===== src/rtl/smb_alert_pkg.sv =====
package smb_alert_pkg;

  typedef enum logic [2:0] {
    ST_IDLE,
    ST_ADDR,
    ST_ACK,
    ST_TX,
    ST_DONE
  } ara_st_e;

  localparam int          BYTE_W   = 8;
  localparam logic [6:0]  ARA_ADDR = 7'b0001100;

endpackage


===== src/rtl/smb_scl_edge.sv =====
module smb_scl_edge (
  input  logic clk,
  input  logic rst_n,
  input  logic scl_i,
  output logic rise_o,
  output logic fall_o
);

  logic scl_q;

  always_ff @(posedge clk or negedge rst_n) begin
    if (!rst_n) begin
      scl_q <= 1'b1;
    end else begin
      scl_q <= scl_i;
    end
  end

  always_comb begin
    rise_o = scl_i & ~scl_q;
    fall_o = ~scl_i & scl_q;
  end

endmodule


===== src/rtl/smb_alert_latch.sv =====
module smb_alert_latch #(
  parameter int NEVT = 3
) (
  input  logic            clk,
  input  logic            rst_n,
  input  logic [NEVT-1:0] evt_i,
  input  logic            clr_i,
  output logic            pend_o
);

  logic pend_q;
  logic pend_d;
  logic any_evt;
  logic upd_en;

  always_comb begin
    any_evt = |evt_i;
    upd_en  = any_evt | clr_i;
    // set has priority over a clear in the same cycle
    pend_d  = any_evt | (pend_q & ~clr_i);
  end

  always_ff @(posedge clk or negedge rst_n) begin
    if (!rst_n) begin
      pend_q <= 1'b0;
    end else if (upd_en) begin
      pend_q <= pend_d;
    end
  end

  assign pend_o = pend_q;

endmodule


===== src/rtl/smb_ara_fsm.sv =====
module smb_ara_fsm
  import smb_alert_pkg::*;
#(
  parameter logic [6:0] DEV_ADDR = 7'h2A
) (
  input  logic clk,
  input  logic rst_n,
  input  logic scl_rise_i,
  input  logic scl_fall_i,
  input  logic sda_i,
  input  logic start_i,
  input  logic stop_i,
  input  logic pend_i,
  output logic drv_o,
  output logic clr_o
);

  localparam int                CNT_W    = $clog2(BYTE_W + 1);
  localparam logic [CNT_W-1:0]  CNT_FULL = CNT_W'(BYTE_W);
  localparam logic [CNT_W-1:0]  CNT_LAST = CNT_W'(BYTE_W - 1);
  localparam logic [BYTE_W-1:0] ARA_RD   = {ARA_ADDR, 1'b1};
  localparam logic [BYTE_W-1:0] TX_BYTE  = {DEV_ADDR, 1'b1};

  ara_st_e             st_q,   st_d;
  logic [CNT_W-1:0]    cnt_q,  cnt_d;
  logic [BYTE_W-1:0]   sh_q,   sh_d;
  logic [BYTE_W-1:0]   tx_q,   tx_d;
  logic                lost_q, lost_d;
  logic                hi_q,   hi_d;
  logic                drv_q,  drv_d;
  logic                lost_now;

  always_comb begin
    st_d     = st_q;
    cnt_d    = cnt_q;
    sh_d     = sh_q;
    tx_d     = tx_q;
    lost_d   = lost_q;
    hi_d     = hi_q;
    drv_d    = drv_q;
    clr_o    = 1'b0;
    // a released 1 that reads back 0 means another slave is driving
    lost_now = lost_q | (tx_q[BYTE_W-1] & ~sda_i);

    if (start_i) begin
      st_d   = ST_ADDR;
      cnt_d  = '0;
      drv_d  = 1'b0;
      lost_d = 1'b0;
      hi_d   = 1'b0;
    end else if (stop_i) begin
      st_d  = ST_IDLE;
      drv_d = 1'b0;
    end else begin
      case (st_q)
        ST_ADDR: begin
          if (scl_rise_i && (cnt_q != CNT_FULL)) begin
            sh_d  = {sh_q[BYTE_W-2:0], sda_i};
            cnt_d = cnt_q + CNT_W'(1);
          end else if (scl_fall_i && (cnt_q == CNT_FULL)) begin
            if ((sh_q == ARA_RD) && pend_i) begin
              st_d  = ST_ACK;
              drv_d = 1'b1;
              hi_d  = 1'b0;
            end else begin
              st_d = ST_IDLE;
            end
          end
        end
        ST_ACK: begin
          if (scl_rise_i) begin
            hi_d = 1'b1;
          end else if (scl_fall_i && hi_q) begin
            st_d   = ST_TX;
            tx_d   = TX_BYTE;
            cnt_d  = '0;
            lost_d = 1'b0;
            drv_d  = ~TX_BYTE[BYTE_W-1];
          end
        end
        ST_TX: begin
          if (scl_rise_i && (cnt_q != CNT_FULL)) begin
            cnt_d  = cnt_q + CNT_W'(1);
            lost_d = lost_now;
            if ((cnt_q == CNT_LAST) && !lost_now) begin
              clr_o = 1'b1;
            end
          end else if (scl_fall_i) begin
            if (cnt_q == CNT_FULL) begin
              st_d  = ST_DONE;
              drv_d = 1'b0;
            end else begin
              tx_d  = {tx_q[BYTE_W-2:0], 1'b0};
              drv_d = ~lost_q & ~tx_q[BYTE_W-2];
            end
          end
        end
        ST_DONE: begin
          drv_d = 1'b0;
        end
        default: begin
          drv_d = 1'b0;
        end
      endcase
    end
  end

  always_ff @(posedge clk or negedge rst_n) begin
    if (!rst_n) begin
      st_q   <= ST_IDLE;
      cnt_q  <= '0;
      sh_q   <= '0;
      tx_q   <= '0;
      lost_q <= 1'b0;
      hi_q   <= 1'b0;
      drv_q  <= 1'b0;
    end else begin
      st_q   <= st_d;
      cnt_q  <= cnt_d;
      sh_q   <= sh_d;
      tx_q   <= tx_d;
      lost_q <= lost_d;
      hi_q   <= hi_d;
      drv_q  <= drv_d;
    end
  end

  assign drv_o = drv_q;

endmodule


===== src/rtl/smb_alert_resp.sv =====
module smb_alert_resp #(
  parameter logic [6:0] DEV_ADDR = 7'h2A,
  parameter int         NEVT     = 3
) (
  input  logic            clk,
  input  logic            rst_n,
  input  logic            scl_i,
  input  logic            sda_i,
  input  logic            start_i,
  input  logic            stop_i,
  input  logic [NEVT-1:0] evt_i,
  output logic            alert_n_o,
  output logic            sda_drv_o
);

  logic rst_meta_q;
  logic rst_sync_n;
  logic scl_rise;
  logic scl_fall;
  logic ara_clr;
  logic pend;

  // asynchronous assert, synchronous release
  always_ff @(posedge clk or negedge rst_n) begin
    if (!rst_n) begin
      rst_meta_q <= 1'b0;
      rst_sync_n <= 1'b0;
    end else begin
      rst_meta_q <= 1'b1;
      rst_sync_n <= rst_meta_q;
    end
  end

  smb_scl_edge u_edge (
    .clk    (clk),
    .rst_n  (rst_sync_n),
    .scl_i  (scl_i),
    .rise_o (scl_rise),
    .fall_o (scl_fall)
  );

  smb_alert_latch #(
    .NEVT (NEVT)
  ) u_latch (
    .clk    (clk),
    .rst_n  (rst_sync_n),
    .evt_i  (evt_i),
    .clr_i  (ara_clr),
    .pend_o (pend)
  );

  smb_ara_fsm #(
    .DEV_ADDR (DEV_ADDR)
  ) u_fsm (
    .clk        (clk),
    .rst_n      (rst_sync_n),
    .scl_rise_i (scl_rise),
    .scl_fall_i (scl_fall),
    .sda_i      (sda_i),
    .start_i    (start_i),
    .stop_i     (stop_i),
    .pend_i     (pend),
    .drv_o      (sda_drv_o),
    .clr_o      (ara_clr)
  );

  assign alert_n_o = ~pend;

endmodule


===== config.mk =====
export PLATFORM = sky130hd
export DESIGN_NAME = smb_alert_resp
export DESIGN_NICKNAME = d
export VERILOG_FILES = /design/src/rtl/smb_alert_pkg.sv /design/src/rtl/smb_scl_edge.sv /design/src/rtl/smb_alert_latch.sv /design/src/rtl/smb_ara_fsm.sv /design/src/rtl/smb_alert_resp.sv
export SDC_FILE = /design/constraint.sdc
export NUM_CORES = 1
export LEC_CHECK = 0
export ABC_AREA = 1
export CORE_MARGIN = 3
export CORE_UTILIZATION = 58
export DETAILED_ROUTE_END_ITERATION = 7
export PLACE_DENSITY = 0.79
export SYNTH_ARGS = -nofsm -noshare
export SYNTH_HDL_FRONTEND = slang
export SYNTH_SLANG_ARGS = --single-unit

===== constraint.sdc =====
create_clock -name clk -period 1.15 [get_ports clk]
set_input_delay 0.115 -clock clk [delete_from_list [all_inputs] [get_ports clk]]
set_output_delay 0.115 -clock clk [all_outputs]
set_load 0.005 [all_outputs]

After elaboration in Yosys (flattened, before gate mapping)
Cells that the tools add are included.

word-level totals
  register bits = 30
  output and inout bits = 2
  logic and storage cells = 130
  input bits = 9

cells by class
  mux-type cells = 52
  eq/ne operators = 29
  add/subtract/negate cells = 1
  bitwise gates (word level) = 17
  reductions and logical operators = 20

operator list
  operator                                                          number
  8-bit two-way mux                                                 5
  3-bit two-way mux                                                 9
  1-bit two-way mux                                                 26
  4-bit two-way mux                                                 5
  4-bit by 3-bit != test with 1-bit output (second input constant)  5
  4-bit != test (second input constant)                             4
  8-bit case mux with 2 select lines                                1
  8-bit AND reduction                                               2
  3-bit by 2-bit != test with 1-bit output (second input constant)  5
  5-bit AND reduction                                               2
  1-bit inverter                                                    9
  3-bit case mux with 3 select lines                                1
  3-bit nonzero test                                                3
  8-bit by 5-bit == test with 1-bit output (second input constant)  1
  2-bit != test (second input constant)                             4
  4-bit case mux with 2 select lines                                1
  7-bit AND reduction                                               1
  3-bit by 2-bit == test with 1-bit output (second input constant)  2
  3-bit != test (second input constant)                             2
  6-bit AND reduction                                               1
  1-bit AND                                                         5
  1-bit logical AND                                                 5
  5-bit nonzero test                                                1
  4-bit by 1-bit adder with 4-bit output (second input constant)    1
  other kinds (14)                                                  18

Longest topological paths before layout
  depth after elaboration = 13
  mapped depth = 11
  depth with buffers taken out = 11

Modules after synthesis
From an unflattened synthesis, not the netlist that was laid out.

second synthesis, totals
  cell total of the unflattened synthesis = 221
  area total of the unflattened synthesis = 1696.6 µm²

modules (own cells, without submodules)
  module           area each (µm²)  cells an instance  times used  seq. area each (µm²)
  smb_ara_fsm      1552.7           206                1           650.6
  smb_alert_resp   57.6             4                  1           50.0
  smb_alert_latch  45.0             6                  1           25.0
  smb_scl_edge     41.3             5                  1           26.3

Worst setup path before layout
Ideal clock, no wire load.

  kind = register to register
  from = reg u_edge.scl_q
  to = reg u_fsm.tx_q[6]
  path buffers = 1
  library setup time = 119 ps
  path slack = -307 ps
  cell stages (with the launch flop) = 10
  data arrival time = 1337 ps
  required time = 1031 ps
  path through = dfstp_2 > inv_1 > nor2_1 > nand2_1 > nand2_2 > nand2_2 > nand3b_1 > buf_6 > nand2_2 > o21ai_2

on the way
  word-level cells in the longest chain between the ends = 5

RTL lines
  element                                 line                source
  start: declaration                      smb_scl_edge.sv:9   logic scl_q;
  start signal: assignment                smb_scl_edge.sv:15  scl_q <= scl_i;
  1-bit inverter                          smb_scl_edge.sv:20  rise_o = scl_i & ~scl_q;
  1-bit AND                               smb_scl_edge.sv:20
  1-bit logical AND                       smb_ara_fsm.sv:82   if (scl_rise_i && (cnt_q != CNT_FULL)) begin
  2-bit != test (no source line)          -
  8-bit AND reduction (no source line) *  -
  end signal: assignment                  smb_ara_fsm.sv:121  tx_q <= tx_d;
  end: declaration                        smb_ara_fsm.sv:27   logic [BYTE_W-1:0] tx_q, tx_d;

Mark *: on every way between the ends. The rest lies on a longest branch, timed or not.
A chain may end at the register's enable or synchronous reset.

Final worst setup path
  from = reg u_edge.scl_q
  to = reg u_fsm.tx_q[4]

The elaborated chain is that of the path after synthesis.

==> impl_metrics.py <==
metrics = {
    "clock_network": {
        "path_clk_slew_ns": 0.10,
        "numCtsBuffers": 5,
        "cts_tree": "built",
        "clk_path_buf_depth": 2,
        "clk_latency_ns": 0.35,
        "clock_tree.root_cell": "clkbuf_4",
        "htreeDepth": 2,
        "cts_sinks": 30,
    },
    "detailed_routing": {
        "totalWireLength_um": 6590,
        "ant_nets": 0,
        "post_drt_wl_per_cell_um": 20.7,
        "avgViaCountPerCell": 6.27,
        "drc": 0,
        "drt_pass1_iterations": 5,
        "drt_iter0_drc": 228,
        "vias": 1993,
    },
    "timing": {
        "setup_viol": 27,
        "layout_min_cycle_time_ns": 1.66,
        "rsz0062_at_grt": "yes",
        "clock.fmax_ghz": 0.601,
        "setup_ws_ns": -0.514,
        "hold_viol": 0,
        "worst_hold_slack_ns": 0.301,
        "slew_violations": 0,
        "clock_skew_ns": 0.00674,
        "fin_crit_sh": 1.45,
    },
    "critical_path": {
        "crit_path_end_kind": "flop",
        "cp_slowest_cell": "dfstp_2",
        "startpoint_type": "flop",
        "setup.worst_path.class": "reg2reg",
        "path_buf_inv": 1,
        "critPathMaxStageDelay_ns": 0.56,
        "path_delay_family": "flip-flops",
        "crit_fanout": 6,
        "cp_cell_sequence": "nand2_1 > o21ai_0 > nand3b_1 > buf_6 > nand2_2 > o21ai_2",
        "required_ns": 1.38,
        "worstPathArrival_ns": 1.90,
    },
    "logic_synthesis": {
        "avgSynthCellArea_sq_um": 7.62,
        "syn_area_sq_mm": 0.00167,
        "yosysSeqAreaShare": 0.451,
        "yosys_warnings": 0,
        "synth-main-ff-cell": "dfrtp_1",
        "synthDistinctLibCells": 28,
        "syn_nets": 230,
        "synthTopCellsByArea": "dfrtp_1 (43%), nand2_1 (16%), nand3_1 (5.4%)",
        "synthCells": 219,
        "synth-edff-count": 0,
        "yosysTopAreaCell": "dfrtp_1",
        "async_flop_share": 1.00,
        "synth_seq_cells": 30,
        "yosys.area.top_type_share": 0.435,
    },
    "global_route": {
        "grt_usage": 0.315,
        "grt_overflow": 0,
        "grt_pass1_vias": 1834,
        "grt_pass1_wl_um": 8210,
        "antenna_found_initial": 0,
        "grt_max_degree": 29,
    },
    "placed_design": {
        "post-place-ws_ns": -0.431,
        "hpwl_um": 2970,
        "gp_congestion": 0.946,
        "portBuffers": 10,
        "dp_cells": 293,
    },
    "power": {
        "power_density_mw_per_mm2": 1280,
        "vdd.ir_drop.worst_v": 0.00137,
        "p_leak_nw": 1.26,
        "p_total_mw": 3.15,
    },
    "run_status": {
        "violations": "negative setup slack",
        "status": "finished with violations",
    },
    "floorplan": {
        "initial_core_util": 0.639,
        "die_y_um": 59.6,
        "dieArea_sq_mm": 0.00356,
        "num_rows": 18,
        "die_x_um": 59.6,
        "coreArea_sq_mm": 0.00261,
        "io_pins": 11,
    },
    "final_layout": {
        "layout.cells.non_filler": 318,
        "syn2layout_area_growth_pct": 47.2,
        "layout_commonest_cell": "nand2_1",
        "layout_common_cells": "nand2_1 (56), buf_4 (47), dfrtp_1 (29)",
        "drive_above_1_share": 0.458,
        "diodes": 0,
        "post-route-util": 0.941,
        "nNetsFinal": 298,
    },
    "run": {
        "drv_cap": 0,
    },
    "hold_path": {
        "min_path_type": "reg2async",
    },
}
[where the power goes]
part	internal (mW)	leakage (nW)	switching, mW
Clock	0.296	0.0353	0.399
Combinational	0.541	0.834	0.637
Sequential	1.18	0.391	0.0986
Total	2.02	1.26	1.13
[area by class of cell]
type | instances | area [sq um]
fillers | 83 | 155
clock inverters | 1 | 5.00
repair buffers | 63 | 513
well taps | 30 | 37.5
clock buffers | 7 | 55.1
multi-input cells | 162 | 1000
flip-flops and latches | 30 | 752
inverters | 25 | 93.8
[layer usage]
metal,part of all wire,vias to the layer above,track usage
met3,0.096,67,0.0980
met2,0.49,193,0.500
li1,-,826,-
met4,0.085,0,0.231
met5,0,-,0
met1,0.33,907,0.352
[per-stage QoR]
step | setup TNS (ns) | cell area (sq um)
4_1_cts | -7.58 | 2300
5_1_grt | -12.02 | 2460
3_5_place_dp | -9.82 | 2090
6_report | -10.44 | 2460
2_1_floorplan | -5.05 | 1700
3_3_place_gp | -8.47 | 2090
[worst paths after layout]
path,depth (start not counted),end,slack [ns],startpoint
setup / recovery,6,u_fsm.tx_q[4],-0.51,u_edge.scl_q
hold / removal,1,u_fsm.st_q[1],0.30,rst_sync_n
hold reg to reg,1,u_fsm.st_q[1],0.30,rst_sync_n
max in group asynchronous,2,rst_sync_n,0.51,rst_n
setup reg to reg,6,u_fsm.tx_q[4],-0.51,u_edge.scl_q
min in group clk,1,u_edge.scl_q,0.31,scl_i
[state kept, by name, summed over array words and instances (netlist names)]
signal          flops
u_fsm.tx_q          8
u_fsm.lost_q        1
rst_meta_q          1
u_fsm.st_q          3
u_fsm.sh_q          8
u_fsm.hi_q          1
u_latch.pend_o      1
u_fsm.cnt_q         4
u_fsm.drv_o         1
rst_sync_n          1
u_edge.scl_q        1
[cells by family (layout without fill, tap and decap cells)]
group / Yosys count / count (layout) / synth area share
AND/OR/NAND/NOR: 137 / 138 / 0.376
flip-flops: 30 / 30 / 0.451
buffers and inverters: 28 / 96 / 0.0727
AO/OA/AOI/OAI: 21 / 21 / 0.0832
adder cells (fa/ha/maj): 2 / 2 / 0.0150
other: 1 / 1 / 0.00225
[cell usage after synthesis, types with 2 or more instances]
cell / number
nand2_1: 71
dfrtp_1: 29
inv_1: 21
nor2_1: 21
nand3_1: 18
nand2_2: 13
o21ai_0: 9
inv_2: 4
nor2_4: 3
nor3_1: 3
o21ai_2: 3
a21oi_1: 2
buf_6: 2
ha_1: 2
nand3b_1: 2
nand4_1: 2
nor2_2: 2
o21ai_1: 2
[repair_timing]
action                                  in CTS  in global routing
endpoints found under the setup margin      29                 28
gates cloned                                 1                  1
buffers inserted                             8                  6
hold buffers                                 1                  0
hold endpoints to repair                     2                  0
pin swaps                                   20                 21
resized for setup                           22                 35
(Power assumes the default switching activity.)
